### src/rtl/serial_ctl_port.sv
module serial_ctl_port #(
  parameter int WR_BITS = 36,
  parameter int RD_BITS = 28,
  parameter int PORT_W  = 7,
  parameter int TB_DIV  = 900000
) (
  input  logic               clk,
  input  logic               rst_n,
  input  logic               ce,
  input  logic               cl,
  input  logic               di,
  input  logic [RD_BITS-1:0] status_in,
  output logic               dout,
  output logic [PORT_W-1:0]  port_out
);
  localparam int HALF = TB_DIV / 2;
  localparam int CW   = $clog2(HALF);
  localparam int NW   = $clog2(WR_BITS + 2);

  logic ce_s, ce_d, cl_s, cl_d, di_s;
  logic [NW-1:0]      nbits;
  logic [WR_BITS-1:0] wr_sr;
  logic [RD_BITS-1:0] rd_sr;
  logic [PORT_W-1:0]  o_q;
  logic               tb_en;
  logic [CW-1:0]      cnt;
  logic               tb_clk;

  wire ce_rise = ce_s & ~ce_d;
  wire ce_fall = ~ce_s & ce_d;
  wire cl_rise = ce_s & cl_s & ~cl_d;
  wire cl_fall = ce_s & ~cl_s & cl_d;
  wire commit  = ce_fall && (nbits == NW'(WR_BITS));

  always_ff @(posedge clk) begin
    if (!rst_n) begin
      ce_s <= 1'b0; ce_d <= 1'b0;
      cl_s <= 1'b0; cl_d <= 1'b0;
      di_s <= 1'b0;
    end else begin
      ce_s <= ce;   ce_d <= ce_s;
      cl_s <= cl;   cl_d <= cl_s;
      di_s <= di;
    end
  end

  always_ff @(posedge clk) begin
    if (!rst_n) begin
      nbits <= '0;
      wr_sr <= '0;
    end else if (ce_rise) begin
      nbits <= '0;
    end else if (cl_rise) begin
      wr_sr <= {di_s, wr_sr[WR_BITS-1:1]};
      if (nbits != NW'(WR_BITS + 1)) nbits <= nbits + 1'b1;
    end
  end

  always_ff @(posedge clk) begin
    if (!rst_n) begin
      o_q   <= '0;
      tb_en <= 1'b0;
    end else if (commit) begin
      o_q   <= wr_sr[PORT_W-1:0];
      tb_en <= wr_sr[PORT_W];
    end
  end

  always_ff @(posedge clk) begin
    if (!rst_n)       rd_sr <= '0;
    else if (ce_rise) rd_sr <= status_in;
    else if (cl_fall) rd_sr <= {1'b0, rd_sr[RD_BITS-1:1]};
  end

  always_ff @(posedge clk) begin
    if (!rst_n) begin
      cnt    <= '0;
      tb_clk <= 1'b0;
    end else if (cnt == CW'(HALF - 1)) begin
      cnt    <= '0;
      tb_clk <= ~tb_clk;
    end else begin
      cnt <= cnt + 1'b1;
    end
  end

  assign dout                = ce_s ? rd_sr[0] : 1'b1;
  assign port_out[PORT_W-1:1] = ~o_q[PORT_W-1:1];
  assign port_out[0]          = tb_en ? tb_clk : ~o_q[0];
endmodule

### config.mk
export PLATFORM = sky130hd
export DESIGN_NAME = serial_ctl_port
export DESIGN_NICKNAME = d
export VERILOG_FILES = /design/src/rtl/serial_ctl_port.sv
export SDC_FILE = /design/constraint.sdc
export NUM_CORES = 1
export LEC_CHECK = 0
export ABC_AREA = 0
export BUFFER_PORTS_ARGS = -buffer_cell sky130_fd_sc_hd__buf_2
export CORE_MARGIN = 10
export CORE_UTILIZATION = 61
export CTS_BUF_LIST = sky130_fd_sc_hd__clkbuf_2 sky130_fd_sc_hd__clkbuf_4 sky130_fd_sc_hd__clkbuf_8
export DETAILED_ROUTE_END_ITERATION = 12
export GPL_ROUTABILITY_DRIVEN = 0
export PLACE_DENSITY = 0.92
export SETUP_SLACK_MARGIN = 0.2
export SLEW_MARGIN = 15
export SYNTH_ARGS = -nofsm -noshare
export SYNTH_HDL_FRONTEND = slang
export SYNTH_SLANG_ARGS = --single-unit
### constraint.sdc
create_clock -name clk -period 1.9 [get_ports clk]
set_input_delay 0.095 -clock clk [delete_from_list [all_inputs] [get_ports clk]]
set_output_delay 0.095 -clock clk [all_outputs]
set_load 0.03 [all_outputs]
==> results of run 1 <==
## what timing repair did
action,in CTS,in global routing
hold endpoints to repair,4,0
endpoints found under the setup margin,1,9
hold buffers,4,0
gates resized for setup,2,3
setup buffers,0,0
## report_power, final
part	switching (uW)	internal [uW]
combinational	137	119
clock	721	813
sequential	34.8	2210
total	893	3140
## sequential cells by signal, indices dropped and copies added, names as in the netlist, 6 cells and up
name	flops
wr_sr	36
rd_sr	28
cnt	19
o_q	7
nbits	6
## worst min path at each step
stage | start | end | slack [ns] | cells after the start
2_1_floorplan | rst_n | ce_s | 0.22 | 1
3_3_place_gp | ce | ce_s | 0.30 | 2
3_5_place_dp | di | di_s | 0.31 | 2
4_1_cts | status_in[18] | rd_sr[18] | 0.06 | 3
5_1_grt | status_in[10] | rd_sr[10] | 0.07 | 3
6_report | status_in[8] | rd_sr[8] | 0.07 | 3
## metrics by stage
stage	instances	hold slack, ns	utilization
floorplan	472	0.217	-
global placement	572	0.302	0.665
detailed placement	572	0.310	0.665
CTS	592	0.0627	0.706
global route	592	0.0675	0.707
finish	592	0.0739	0.707
## worst min-delay path, delay by kind of cell
kind	cells	cell delay, ns
compound gates	1	0.08
buf+inv	1	0.10
mux	1	0.12
## metal layers
| metal | wire (um) | global-route usage | part of all wire |
|---|---|---|---|
| met2 | 4680 | 0.302 | 0.54 |
| met3 | 273 | 0.0429 | 0.031 |
| met4 | 238 | 0.0909 | 0.027 |
| met1 | 3510 | 0.170 | 0.40 |
| met5 | 0 | 0 | 0 |
## placed cells by master (no fill, tap or decap), types with 4 or more instances in the layout
| cell type | n |
|---|---|
| a211oi_1 | 29 |
| or3_1 | 4 |
| xnor2_1 | 16 |
| and3_1 | 4 |
| nor4_1 | 5 |
| dlygate4sd3_1 | 4 |
| inv_1 | 16 |
| clkbuf_8 | 10 |
| mux2i_1 | 38 |
| nand3_1 | 5 |
| dfxtp_1 | 101 |
| buf_2 | 40 |
| a21oi_1 | 44 |
| nand4_1 | 5 |
| and2_1 | 5 |
| nand2b_1 | 4 |
| nand2_1 | 78 |
| nor2_1 | 59 |
## area by class of cell
cell class	count	area share
clock buffer	12	0.0321
clock inverter	4	0.0161
inverter	17	0.0134
multi-input combinational	326	0.414
sequential	103	0.435
tap	80	0.0211
timing repair buffer	50	0.0680
## cell families after synthesis
family	Yosys count
adder cells (fa/ha/maj)	4
XOR/XNOR	17
AO/OA/AOI/OAI	80
AND/OR/NAND/NOR	187
multiplexers	38
flip-flops	103
buffers and inverters	43
==> impl_metrics.tcl, run 1 <==
set metrics [dict create \
    power.total_uw 4030 \
    ir_drop_uv 642 \
    path_clk_slew_ns 0.09 \
    synthMostInstantiatedCell "dfxtp_1" \
    p_leak_uw 0.00160 \
    clk_path_buf_depth 2 \
    regArea_um2 2060 \
    synth_edf_count 0 \
    r2r_cells 5 \
    drc 0 \
    wl_per_cell_um 14.7 \
    num_io_pins 41 \
    hpwlAfterDp_mm 5.72 \
    startpoint "cnt[0]" \
    synth_top_family_by_area "simple AND/OR/NAND/NOR gates" \
    tns_ns 0 \
    cp.required_ns 2.19 \
    hold_class "in2reg" \
    powerDensity_nw_per_um2 850 \
    reg2reg_from "cnt[0]" \
    critPathCaptureType "flop" \
    skew_ns 0.00826 \
    yosysSeqAreaShare 0.492 \
    initial_core_util 0.624 \
    routed_wl_mm 8.70 \
    yosys.area.top_type "dfxtp_1" \
    syn_inst 472 \
    drive_above_1_share 0.160 \
    antenna_found_initial 0 \
    yosys_register_bits 103 \
    cts_max_level 3 \
    insertion_delay_ns 0.36 \
    critPathMaxFanout 6 \
    crit_type "reg2reg" \
    crit_chain "ha_2 -> nand3_2 -> or3_1 -> or3_1 -> a21oi_1" \
    synth_common_cells "dfxtp_1, nand2_1, nor2_1" \
    crit_buf_inv 0 \
    fp.coreArea_um2 6720 \
    critPathMaxStageDelay_ns 0.37 \
    via_count 3364 \
    worst-path-stages 5 \
    synth-simple-area-share 0.209 \
    rsz0062_at_grt "true" \
    async_flop_share 0 \
    drt-initial-drc-count 107 \
    synthXorXnorAreaFrac 0.0355 \
    period_share 0.874 \
    slew_headroom 0.577 \
    reg2reg_slack_ns 0.24 \
    synth_cell_types 40 \
    synth_compound_area_frac 0.116 \
    area_growth_syn_to_layout_pct 13.3 \
    fin_area_um2 4750 \
    layout.nets 544 \
    synthAdderAreaFrac 0.0119 \
    endpoint "tb_clk" \
    startpoint_type "flop" \
    syn_avg_cell_area_um2 8.88 \
    r2r_end "tb_clk" \
    ys.warnings.count 0 \
    fp.dieH_um 103 \
    dp_worst_setup_slack_ns 0.231 \
    placed_cell_area_um2 4470 \
    outcome "complete, no violations" \
    muxShareOfSynthArea 0.0907 \
    grt_pass1_wl_mm 14.2 \
    finalWorstSetupSlack_ns 0.239 \
    clock-sinks 103 \
    row_count 30 \
    dr.pass1.iters 4 \
    setup_viol 0 \
    cts_tree "done" \
    cpMostUsedCell "or3_1" \
    arrival_ns 1.95 \
    fin_crit_ns 1.66 \
    max_freq_mhz 602 \
    fillCellCount 477 \
    slew_violations 0 \
    dieArea_um2 10600 \
    port_buffers 40 \
    cts_made_buffers 9 \
    hold_viol 0 \
    grt_max_degree 76 \
    synth_area_um2 4190 \
    ys_top_cells_by_area "dfxtp_1, mux2i_1, nand2_1" \
    grt_pass1_vias 3287 \
    slowest_stage "or3_1" \
    multi_input_area_um2 1970 \
    ant_nets 0 \
    grtUsageTotal 0.166 \
    synth_nets 509 \
    grt_overflow 0 \
    critPathTopFamily "simple AND/OR/NAND/NOR gates" \
    cts_root_buffer "clkbuf_8" \
    diodes 0 \
    max_slew.worst_pin.slew_ns 0.635 \
    vias_per_cell 5.68 \
    synth_top_area_frac 0.492 \
    ys.flop_type "dfxtp_1" \
    die_x_um 103 \
    maxCapViolCount 0 \
]
Power figures use the tool's default switching activity.
==> run 2: changes to the inputs <==
--- a/config.mk
+++ b/config.mk
@@ -8,11 +8,11 @@
 export ABC_AREA = 0
 export BUFFER_PORTS_ARGS = -buffer_cell sky130_fd_sc_hd__buf_2
 export CORE_MARGIN = 10
-export CORE_UTILIZATION = 61
+export CORE_UTILIZATION = 40
 export CTS_BUF_LIST = sky130_fd_sc_hd__clkbuf_2 sky130_fd_sc_hd__clkbuf_4 sky130_fd_sc_hd__clkbuf_8
 export DETAILED_ROUTE_END_ITERATION = 12
 export GPL_ROUTABILITY_DRIVEN = 0
-export PLACE_DENSITY = 0.92
+export PLACE_DENSITY = 0.68
 export SETUP_SLACK_MARGIN = 0.2
 export SLEW_MARGIN = 15
 export SYNTH_ARGS = -nofsm -noshare
==> run 2 against run 1 <==
Worst hold slack got worse by 0.017 ns. Cell count grew 9.8%. Critical path depth stayed put. Critical path type unchanged. Highest routed layer unchanged.
==> impl_metrics.tcl, run 2 (same netlist as run 1, synthesis figures left out) <==
set metrics [dict create \
    startpoint_type "flop" \
    drive_above_1_share 0.161 \
    most-common-layout-cells "dfxtp_1, nand2_1, nor2_1, a21oi_1, buf_2" \
    clock-sinks 103 \
    fin_area_um2 4820 \
    reg_top3 "wr_sr x36, rd_sr x28, cnt x19" \
    grt_max_degree 56 \
    skew_ns 0.0141 \
    reg2reg_slack_ns 0.29 \
    reg2reg_from "cnt[1]" \
    tns_ns 0 \
    arrival_ns 1.91 \
    path_clk_slew_ns 0.11 \
    num_io_pins 41 \
    whs_endpoint "rd_sr[9]" \
    insertion_delay_ns 0.37 \
    layout.nets 546 \
    p_clk_frac 0.346 \
    cts_root_buffer "clkbuf_8" \
    hold_class "in2reg" \
    clk_path_buf_depth 2 \
    routed_wl_mm 7.85 \
    cts_tree "done" \
    area_growth_syn_to_layout_pct 15.1 \
    outcome "complete, no violations" \
    setup_viol 0 \
    powerDensity_nw_per_um2 792 \
    hold_ws_ns 0.0568 \
    multi_input_area_um2 1980 \
    p_leak_uw 0.00161 \
    utilization 0.469 \
    period_share 0.848 \
    slew_headroom 0.577 \
    placed_cell_area_um2 4570 \
    die_x_um 122 \
    dp_worst_setup_slack_ns 0.219 \
    r2r_cells 5 \
    dieArea_um2 15000 \
    finalWorstSetupSlack_ns 0.290 \
    grt_pass1_wl_mm 13.8 \
    fillCellCount 966 \
    rsz0062_at_grt "false" \
    diodes 0 \
    internal-power_uw 2850 \
    seq_power_share 0.587 \
    row_count 37 \
    regMostFlops "wr_sr" \
    port_buffers 40 \
    switching_share 0.255 \
    cts_max_level 3 \
    crit_type "reg2reg" \
    largest_register_ffs 36 \
    fp.dieH_um 122 \
    max_freq_mhz 621 \
    antenna_found_initial 0 \
    hold_viol 0 \
    drt-initial-drc-count 180 \
    switchingPower_uw 973 \
    ir_drop_uv 414 \
    initial_core_util 0.408 \
    min_from "status_in[9]" \
    grt_overflow 0 \
    hpwlAfterDp_mm 5.41 \
    grtUsageTotal 0.111 \
    ant_nets 0 \
    layout_commonest_cell "dfxtp_1" \
    wl_per_cell_um 12.1 \
    regArea_um2 2060 \
    fp.coreArea_um2 10300 \
    via_count 3169 \
    max_slew.worst_pin.slew_ns 0.634 \
    grt_pass1_vias 3068 \
    power_frac_comb 0.067 \
    cp.required_ns 2.20 \
    r2r_end "tb_clk" \
    drc 0 \
    critPathCaptureType "flop" \
    cts_made_buffers 9 \
    slew_violations 0 \
    maxCapViolCount 0 \
    fin_crit_ns 1.61 \
    dr.pass1.iters 5 \
    vias_per_cell 4.88 \
    holdPathStages 3 \
    critPathMaxFanout 6 \
]
run 2: cell count changes in the layout (fill, tap and decap cells not counted), moves of 2 or more:
cell | before | now
clkbuf_4 | 2 | 0
inv_8 | 0 | 3
clkinvlp_4 | 1 | 3
bufinv_16 | 2 | 0
run 2: per-stage QoR:
stage               power (uW)  instances
global placement          2530        630
CTS                       3870        650
floorplan                 2450        472
global route              3990        650
finish                    3820        650
detailed placement        2540        630
run 2: critical path, stage by stage, from the launching register on:
cell and delay [ns]:
dfxtp_1 0.37, ha_2 0.22, nand3_2 0.16, or3_1 0.36, or3_1 0.31, a21oi_1 0.14
run 2: routing by layer:
| layer | up-vias | part of all wire | GRT usage |
|---|---|---|---|
| met5 | - | 0 | 0 |
| met4 | 0 | 0.0084 | 0.0353 |
| met3 | 5 | 0.041 | 0.0344 |
| met2 | 38 | 0.51 | 0.190 |
| met1 | 1452 | 0.44 | 0.130 |
| li1 | 1674 | - | - |
run 2: final cells by class:
cell class              instances  area share
inverters                      17      0.0132
flip-flops and latches        103       0.428
repair buffers                 52      0.0734
clock buffers                   9      0.0257
well taps                     136      0.0353
multi-input cells             326       0.410
clock inverters                 7      0.0150
run 2: worst max path at each step:
stage                  start      to  slack (ns)  cells past startpoint
CTS                 nbits[2]  o_q[0]        0.26                      4
floorplan             cnt[0]  tb_clk        0.36                      5
finish                cnt[1]  tb_clk        0.29                      5
global placement      cnt[0]  tb_clk        0.25                      5
detailed placement    cnt[0]  tb_clk        0.22                      5
global route          cnt[1]  tb_clk        0.20                      5
run 2: power groups by stage:
stage          clock network (uW)  logic [uW]  registers [uW]
6_report                     1320         255            2240
5_1_grt                      1460         289            2250
2_1_floorplan                   0         171            2280
3_3_place_gp                    0         243            2290
4_1_cts                      1370         257            2240
3_5_place_dp                    0         249            2290
run 2: what timing repair did:
| action | in CTS | in global routing |
|---|---|---|
| endpoints found under the hold margin | 4 | 0 |
| hold buffers | 4 | 0 |
| gates cloned | 0 | 0 |
| buffers inserted | 0 | 0 |
| gates resized for setup | 1 | 5 |
| setup endpoints to repair | 1 | 11 |
